## config.mk

```make
export PLATFORM = sky130hd
export DESIGN_NAME = ppr_frame_rx
export DESIGN_NICKNAME = d
export VERILOG_FILES = /design/src/rtl/ppr_pkg.sv /design/src/rtl/ppr_frame_rx.sv
export SDC_FILE = /design/constraint.sdc
export NUM_CORES = 1
export LEC_CHECK = 0
export BUFFER_PORTS_ARGS = -buffer_cell sky130_fd_sc_hd__buf_2
export CAP_MARGIN = 25
export CORE_ASPECT_RATIO = 1.5
export CORE_UTILIZATION = 51
export DETAILED_ROUTE_END_ITERATION = 8
export PLACE_DENSITY = 0.79
export RECOVER_POWER = 50
export SLEW_MARGIN = 25
export SYNTH_ARGS = -nofsm -noshare
export SYNTH_HDL_FRONTEND = slang
export SYNTH_SLANG_ARGS = --single-unit
```

## constraint.sdc

```tcl
create_clock -name clk_i -period 2.3 [get_ports clk_i]
set_input_delay 0.46 -clock clk_i [delete_from_list [all_inputs] [get_ports clk_i]]
set_output_delay 0.46 -clock clk_i [all_outputs]
set_load 0.05 [all_outputs]
```

## src/rtl/ppr_pkg.sv

```systemverilog
package ppr_pkg;
  localparam int MSG_BYTES  = 8;
  localparam int HDR_BYTES  = 3;
  localparam int IDX_PERIOD = 3;
  localparam int IDX_OFFSET = 5;
  localparam int IDX_WIDTH  = 6;
  localparam int IDX_OPTS   = 7;

  localparam logic [7:0] HDR_EXT  = 8'h01;
  localparam logic [7:0] HDR_LEN  = 8'h06;
  localparam logic [7:0] HDR_CODE = 8'h04;

  // option byte bit positions
  localparam int OPT_IU     = 0;
  localparam int OPT_DT     = 1;
  localparam int OPT_QAS    = 2;
  localparam int OPT_HOLD   = 3;
  localparam int OPT_WRFLOW = 4;
  localparam int OPT_RDSTRM = 5;
  localparam int OPT_RTI    = 6;
  localparam int OPT_PCOMP  = 7;

  typedef struct packed {
    logic [7:0] period;
    logic [7:0] offset;
    logic [7:0] width;
    logic [7:0] opts;
  } ppr_set_t;

  localparam ppr_set_t SET_RESET = '{period: 8'h00, offset: 8'h00, width: 8'h00, opts: 8'h00};

  function automatic logic [7:0] hdr_byte(input int pos);
    case (pos)
      0:       return HDR_EXT;
      1:       return HDR_LEN;
      default: return HDR_CODE;
    endcase
  endfunction
endpackage

```

## src/rtl/ppr_frame_rx.sv

```systemverilog
module ppr_frame_rx
  import ppr_pkg::*;
#(
  parameter int N_BYTES = MSG_BYTES
) (
  input  logic       clk_i,
  input  logic       rst_ni,
  input  logic       valid_i,
  input  logic       sop_i,
  input  logic [7:0] data_i,
  output logic       ready_o,
  output logic       full_o,
  output logic       trunc_o,
  output logic       hdr_ok_o,
  output ppr_set_t   fields_o
);
  localparam int IDX_W = $clog2(N_BYTES);
  localparam logic [IDX_W-1:0] LAST_IDX = IDX_W'(N_BYTES - 1);

  logic [IDX_W-1:0] idx_q;
  logic             active_q, hdr_bad_q, full_q, trunc_q;
  ppr_set_t         cap_q;
  logic             take;

  assign ready_o  = !full_q;
  assign take     = valid_i && ready_o;
  assign full_o   = full_q;
  assign trunc_o  = trunc_q;
  assign hdr_ok_o = !hdr_bad_q;
  assign fields_o = cap_q;

  always_ff @(posedge clk_i or negedge rst_ni) begin
    if (!rst_ni) begin
      idx_q     <= '0;
      active_q  <= 1'b0;
      hdr_bad_q <= 1'b0;
      full_q    <= 1'b0;
      trunc_q   <= 1'b0;
      cap_q     <= SET_RESET;
    end else begin
      full_q  <= 1'b0;
      trunc_q <= 1'b0;
      if (take) begin
        if (sop_i) begin
          trunc_q   <= active_q;  // an open message is cut short
          active_q  <= 1'b1;
          idx_q     <= IDX_W'(1);
          hdr_bad_q <= (data_i != HDR_EXT);
        end else if (active_q) begin
          if (idx_q < IDX_W'(HDR_BYTES))
            hdr_bad_q <= hdr_bad_q | (data_i != hdr_byte(int'(idx_q)));
          if (idx_q == IDX_W'(IDX_PERIOD)) cap_q.period <= data_i;
          if (idx_q == IDX_W'(IDX_OFFSET)) cap_q.offset <= data_i;
          if (idx_q == IDX_W'(IDX_WIDTH))  cap_q.width  <= data_i;
          if (idx_q == IDX_W'(IDX_OPTS))   cap_q.opts   <= data_i;
          if (idx_q == LAST_IDX) begin
            active_q <= 1'b0;
            full_q   <= 1'b1;
            idx_q    <= '0;
          end else begin
            idx_q <= idx_q + IDX_W'(1);
          end
        end
      end
    end
  end


  ready_once_chk: assert property (@(posedge clk_i) disable iff (!rst_ni)
    !ready_o |=> ready_o);


  frame_excl_chk: assert property (@(posedge clk_i) disable iff (!rst_ni)
    !(full_o && trunc_o));


  no_idle_full_chk: assert property (@(posedge clk_i) disable iff (!rst_ni)
    (!active_q && !(valid_i && sop_i)) |=> !full_o && !trunc_o);
endmodule

```

After elaboration in Yosys (flattened, before gate mapping)
Cells that the tools add are included.
{"block": "word_totals", "ff_bits": 39, "inputBits": 12, "out_inout_bits": 36, "word_cells": 52}
{"block": "classes", "addsub": 1, "order_cmp": 1, "eq_ne": 7, "mux": 20, "bitwise_logic": 2, "reduce_logical": 12}
{"cell": "$mux 8", "count": 4}
{"cell": "$reduce_and 4->1", "count": 4}
{"cell": "$mux 1", "count": 12}
{"cell": "$eq 3x3->1 const B", "count": 3}
{"cell": "$mux 3", "count": 3}
{"cell": "$ne 8x1->1 const B", "count": 1}
{"cell": "$ne 8x8->1", "count": 1}
{"cell": "$pmux 3 s2", "count": 1}
{"cell": "$reduce_bool 2->1", "count": 2}
{"cell": "$add 3x1->3 const B", "count": 1}
{"cell": "$eq 3x1->1 const B", "count": 1}
{"cell": "$eq 3x2->1 const B", "count": 1}
{"cell": "$logic_not 3->1", "count": 1}
{"cell": "$lt 3x2->1 const B", "count": 1}
{"cell": "$reduce_and 3->1", "count": 1}
{"cell": "$logic_not 1->1", "count": 2}
{"cell": "$reduce_and 2->1", "count": 1}
{"cell": "$logic_and 1x1->1", "count": 1}
{"cell": "$not 1->1", "count": 1}
{"cell": "$or 1x1->1", "count": 1}

Depth between registers and ports, before layout
{"block": "depth", "word_depth": 11, "depth_mapped": 7, "mapped_depth_nobuf": 7}

Worst setup path before layout
Ideal clock, no wire load.
{"block": "synth_path", "kind": "register to register", "startpoint": "register full_q (netlist: full_o)", "endpoint": "register cap_q (netlist bit fields_o[14])", "setup_time_ns": 0.128, "arrival_time_ns": 1.683, "t_required_ns": 2.172, "slack_ns": 0.489, "path_stages_with_launch": 6, "path_buffers": 0, "period_less_slack_ns": 1.811, "cell_sequence": "dfrtp_1 > and2b_1 > nand2_1 > nor2_4 > nand3_2 > mux2_1"}
{"block": "synth_via", "elab_chain_cells": 3}
{"element": "from (decl)", "line": "ppr_frame_rx.sv:21", "source": "logic active_q, hdr_bad_q, full_q, trunc_q;"}
{"element": "from (signal assigned)", "line": "ppr_frame_rx.sv:37", "source": "full_q <= 1'b0;"}
{"element": "from (signal assigned)", "line": "ppr_frame_rx.sv:41", "source": "full_q <= 1'b0;"}
{"element": "from (signal assigned)", "line": "ppr_frame_rx.sv:58", "source": "full_q <= 1'b1;"}
{"element": "$logic_not 1->1", "line": "ppr_frame_rx.sv:25", "source": "assign ready_o = !full_q;"}
{"element": "$logic_and 1x1->1", "line": "ppr_frame_rx.sv:26", "source": "assign take = valid_i && ready_o;"}
{"element": "$reduce_and 4->1 (no source line)"}
{"element": "to (decl)", "line": "ppr_frame_rx.sv:22", "source": "ppr_set_t cap_q;"}
No other way between the ends.
A chain may end at the register's enable or synchronous reset.

Worst setup path in the final report
{"block": "layout_path", "startpoint": "register idx_q[1]", "endpoint": "register hdr_bad_q"}
{"block": "layout_via", "elab_chain_cells": 11, "elab_cells_between_ends": 15, "classes_between": "order compare: 1; eq/ne: 2; mux: 8; bitwise: 1; reduce/logical: 3"}
{"element": "from (decl)", "line": "ppr_frame_rx.sv:20", "source": "logic [IDX_W-1:0] idx_q;"}
{"element": "from (signal assigned)", "line": "ppr_frame_rx.sv:61", "source": "idx_q <= idx_q + IDX_W'(1);"}
{"element": "$eq 3x1->1 or $logic_not 3->1 (tied branches)", "line": "ppr_pkg.sv:33", "source": "case (pos)"}
{"element": "$pmux 3 s2", "line": "ppr_pkg.sv:33"}
{"element": "$mux 8", "line": "ppr_frame_rx.sv:50", "source": "if (idx_q < IDX_W'(HDR_BYTES))"}
{"element": "$mux 8", "line": "ppr_frame_rx.sv:49", "source": "end else if (active_q) begin"}
{"element": "$mux 8", "line": "ppr_frame_rx.sv:44", "source": "if (sop_i) begin"}
{"element": "$mux 8", "line": "ppr_frame_rx.sv:43", "source": "if (take) begin"}
{"element": "$ne 8x8->1", "line": "ppr_frame_rx.sv:51", "source": "hdr_bad_q <= hdr_bad_q | (data_i != hdr_byte(int'(idx_q)));"}
{"element": "$or 1x1->1", "line": "ppr_frame_rx.sv:51"}
{"element": "$mux 1", "line": "ppr_frame_rx.sv:50"}
{"element": "$mux 1", "line": "ppr_frame_rx.sv:49"}
{"element": "$mux 1", "line": "ppr_frame_rx.sv:44"}
{"element": "to (signal assigned)", "line": "ppr_frame_rx.sv:48", "source": "hdr_bad_q <= (data_i != HDR_EXT);"}
{"element": "to (signal assigned)", "line": "ppr_frame_rx.sv:51"}
{"element": "to (decl)", "line": "ppr_frame_rx.sv:21"}
Several ways; a longest one is shown, not always the timed one. The select of a mux whose other input is x is not followed.

==> key figures <==
Timing
  • Skew final: 0.0104 ns
  • Fmax: 0.532 GHz
  • Max Slew Vio Count: 0
  • Final worst-path cycle share: 81.7%
  • RSZ-0062 raised after global routing: false
  • Post-layout minimum cycle time: 1.88 ns
  • Final Setup Violations: 0
  • Slew at the pin closest to its max-slew limit: 0.920 ns
  • Hold Fails Final Rpt: 0
  • Relative slew margins: 38.7%
  • Setup TNS Final: 0 ns

CTS
  • Post-CTS Resized: 0
  • Htree depth: 2
  • Worst-Skew Late Latency: 0.30 ns
  • Cts bufs inserted: 5
  • Clk root buf: clkbuf_8
  • Clock slew at reported path FFs: 0.07 ns
  • CTS Hold Bufs: 0
  • Longest Clk Path Bufs: 2
  • Post-CTS setup buffer count: 0
  • TritonCTS clock tree: done
  • CTS sink cnt: 39

Routing
  • Via count: 1146
  • 1st-pass router iterations: 4
  • DR WL/cell: 15.5 microns
  • Routed wire length: 3330 microns
  • DR iter-0 viols: 11
  • Antenna Nets Post-Route: 0
  • DRC: 0
  • Vias per cell: 5.33

Synth
  • Yosys cell types: 29
  • Async S/R FF share, synth: 100%
  • Cell Area, Synth: 1680 sq um
  • Syn Inst Count: 122
  • Synth Flop Type: dfrtp_1
  • Flop and latch count out of synthesis: 39
  • Total number of yosys warnings: 0
  • Post-synth EDFFs: 0
  • Post-synthesis area per instance: 13.8 sq um
  • Syn_nets: 139
  • Sequential area share after synthesis: 58.0%

Final layout
  • Register area: 976 sq um
  • Diode count: 0
  • Share of cells above drive strength 1: 44.0%
  • Synth-to-Final Area Change: 21.2%
  • Commonest non-fill, non-tap cells in the layout: dfrtp_1, mux2_2, buf_2
  • Commonest non-fill, non-tap cell in the layout: dfrtp_1
  • NumNets Final: 191
  • Fillers: 261
  • Footprint of the multi-input gates: 671 sq um

Die
  • Die Ht: 72.3 microns
  • Die area: 3540 sq um
  • Initial Util: 53.2%
  • IO Pins: 48
  • Die Width: 48.9 microns
  • Core area: 3160 sq um
  • Row cnt: 25

Global route
  • Wire length of the first global-routing pass: 5470 microns
  • Overall routing resource usage: 21.2%
  • Vias in the first global route: 1155
  • Gr ovfl total: 0
  • Antenna violations before repair: 0
  • Largest net degree at the start of global routing: 40

Power
  • Lkg Pwr: 1.05 nW
  • PwrDens: 1320 nW/um^2
  • VDD IR-drop max: 641 uV
  • Tot Pwr: 2.69 mW

Placement
  • RD Place Congestion: 0.801
  • DP HPWL: 2420 microns
  • Number of port buffers: 47

Flow run
  • Max-cap violations: 0

Worst setup path
  • CP Launch Type: flip-flop
  • Crit-path max FO: 6
  • Crit path from: idx_q[1]
  • CP arrival: 2.06 ns
  • Worst Setup End Kind: flip-flop
  • Worst R2R Start: idx_q[1]
  • Worst Path Required: 2.48 ns
  • Crit path kind: reg -> reg

Min path
  • Hold Path Class: in -> async

Run status
  • Status: finished, final reports clean
==> critical path: stages, from the launching register on <==
cell,delay (ns)
dfrtp_1,0.45
inv_1,0.11
ha_1,0.23
nor3_1,0.17
o21ai_0,0.12
a2111oi_2,0.37
a311oi_1,0.09
a211o_1,0.23
==> cells in the mapped netlist, types with 2 or more instances <==
library cell	number	area share, %
nand3_2	2	1.2
nor3_1	2	0.60
inv_1	6	1.3
and3_1	3	1.1
nor2_1	3	0.67
a21oi_1	5	1.5
nand2_1	4	0.89
o21ai_0	4	1.2
dfrtp_1	39	58
mux2_2	31	21
ha_1	5	3.7
==> cells by family after synthesis <==
logic type | after synthesis | share of synthesized area [%]
adder cells (fa/ha/maj) | 5 | 3.72
XOR/XNOR | 1 | 0.521
AND/OR/NAND/NOR | 22 | 8.33
flip-flops | 39 | 58.0
buffers and inverters | 8 | 2.08
AO/OA/AOI/OAI | 15 | 5.88
multiplexers | 32 | 21.4
==> cell type report <==
cell class,instances,share of cell area (%)
Tap cell,40,2.46
Clock inverter,1,0.368
Timing Repair Buffer,47,10.6
Clock buffer,7,4.73
Multi-Input combinational cell,75,32.9
Sequential cell,39,47.9
Inverter,6,1.10
==> per-layer routing <==
metal	up-vias	GRT usage (%)	wire (microns)	share of wire, %
met3	5	7.13	144	4.3
met5	-	0	0	0
met4	0	10.1	63	1.9
met2	34	36.4	1740	52
met1	568	23.4	1380	41
li1	539	-	-	-
==> power by group <==
part	switching [mW]	leakage, nW	internal [mW]	total (mW)
sequential	0.114	0.508	0.886	1.00
combinational	0.894	0.496	0.293	1.19
clock	0.229	0.0505	0.272	0.502
==> registers in the layout, indices dropped and copies added (netlist names) <==
register and cells:
hdr_bad_q 1, fields_o 32, full_o 1, trunc_o 1
idx_q 3, active_q 1
==> final timing paths <==
| kind | to | slack, ns | cells past startpoint |
|---|---|---|---|
| hold reg to reg | fields_o[14] | 0.50 | 1 |
| hold / removal | active_q | 0.29 | 1 |
| min in group clk_i | fields_o[14] | 0.45 | 2 |
| setup / recovery | hdr_bad_q | 0.42 | 7 |
| setup reg to reg | hdr_bad_q | 0.42 | 7 |
| max in group asynchronous | fields_o[9] | 1.44 | 1 |
==> stage by stage <==
step | hold slack (ns) | instance area, sq um | utilization, % | cells | worst slack (ns)
2_1_floorplan | 0.164 | 1680 | - | 122 | 0.489
3_3_place_gp | 0.474 | 1950 | 61.9 | 207 | 0.443
3_5_place_dp | 0.480 | 1950 | 61.9 | 207 | 0.400
4_1_cts | 0.294 | 2060 | 65.1 | 215 | 0.427
5_1_grt | 0.373 | 2040 | 64.5 | 215 | 0.281
6_report | 0.290 | 2040 | 64.5 | 215 | 0.421
No activity file was read; power rests on OpenSTA's default activity.
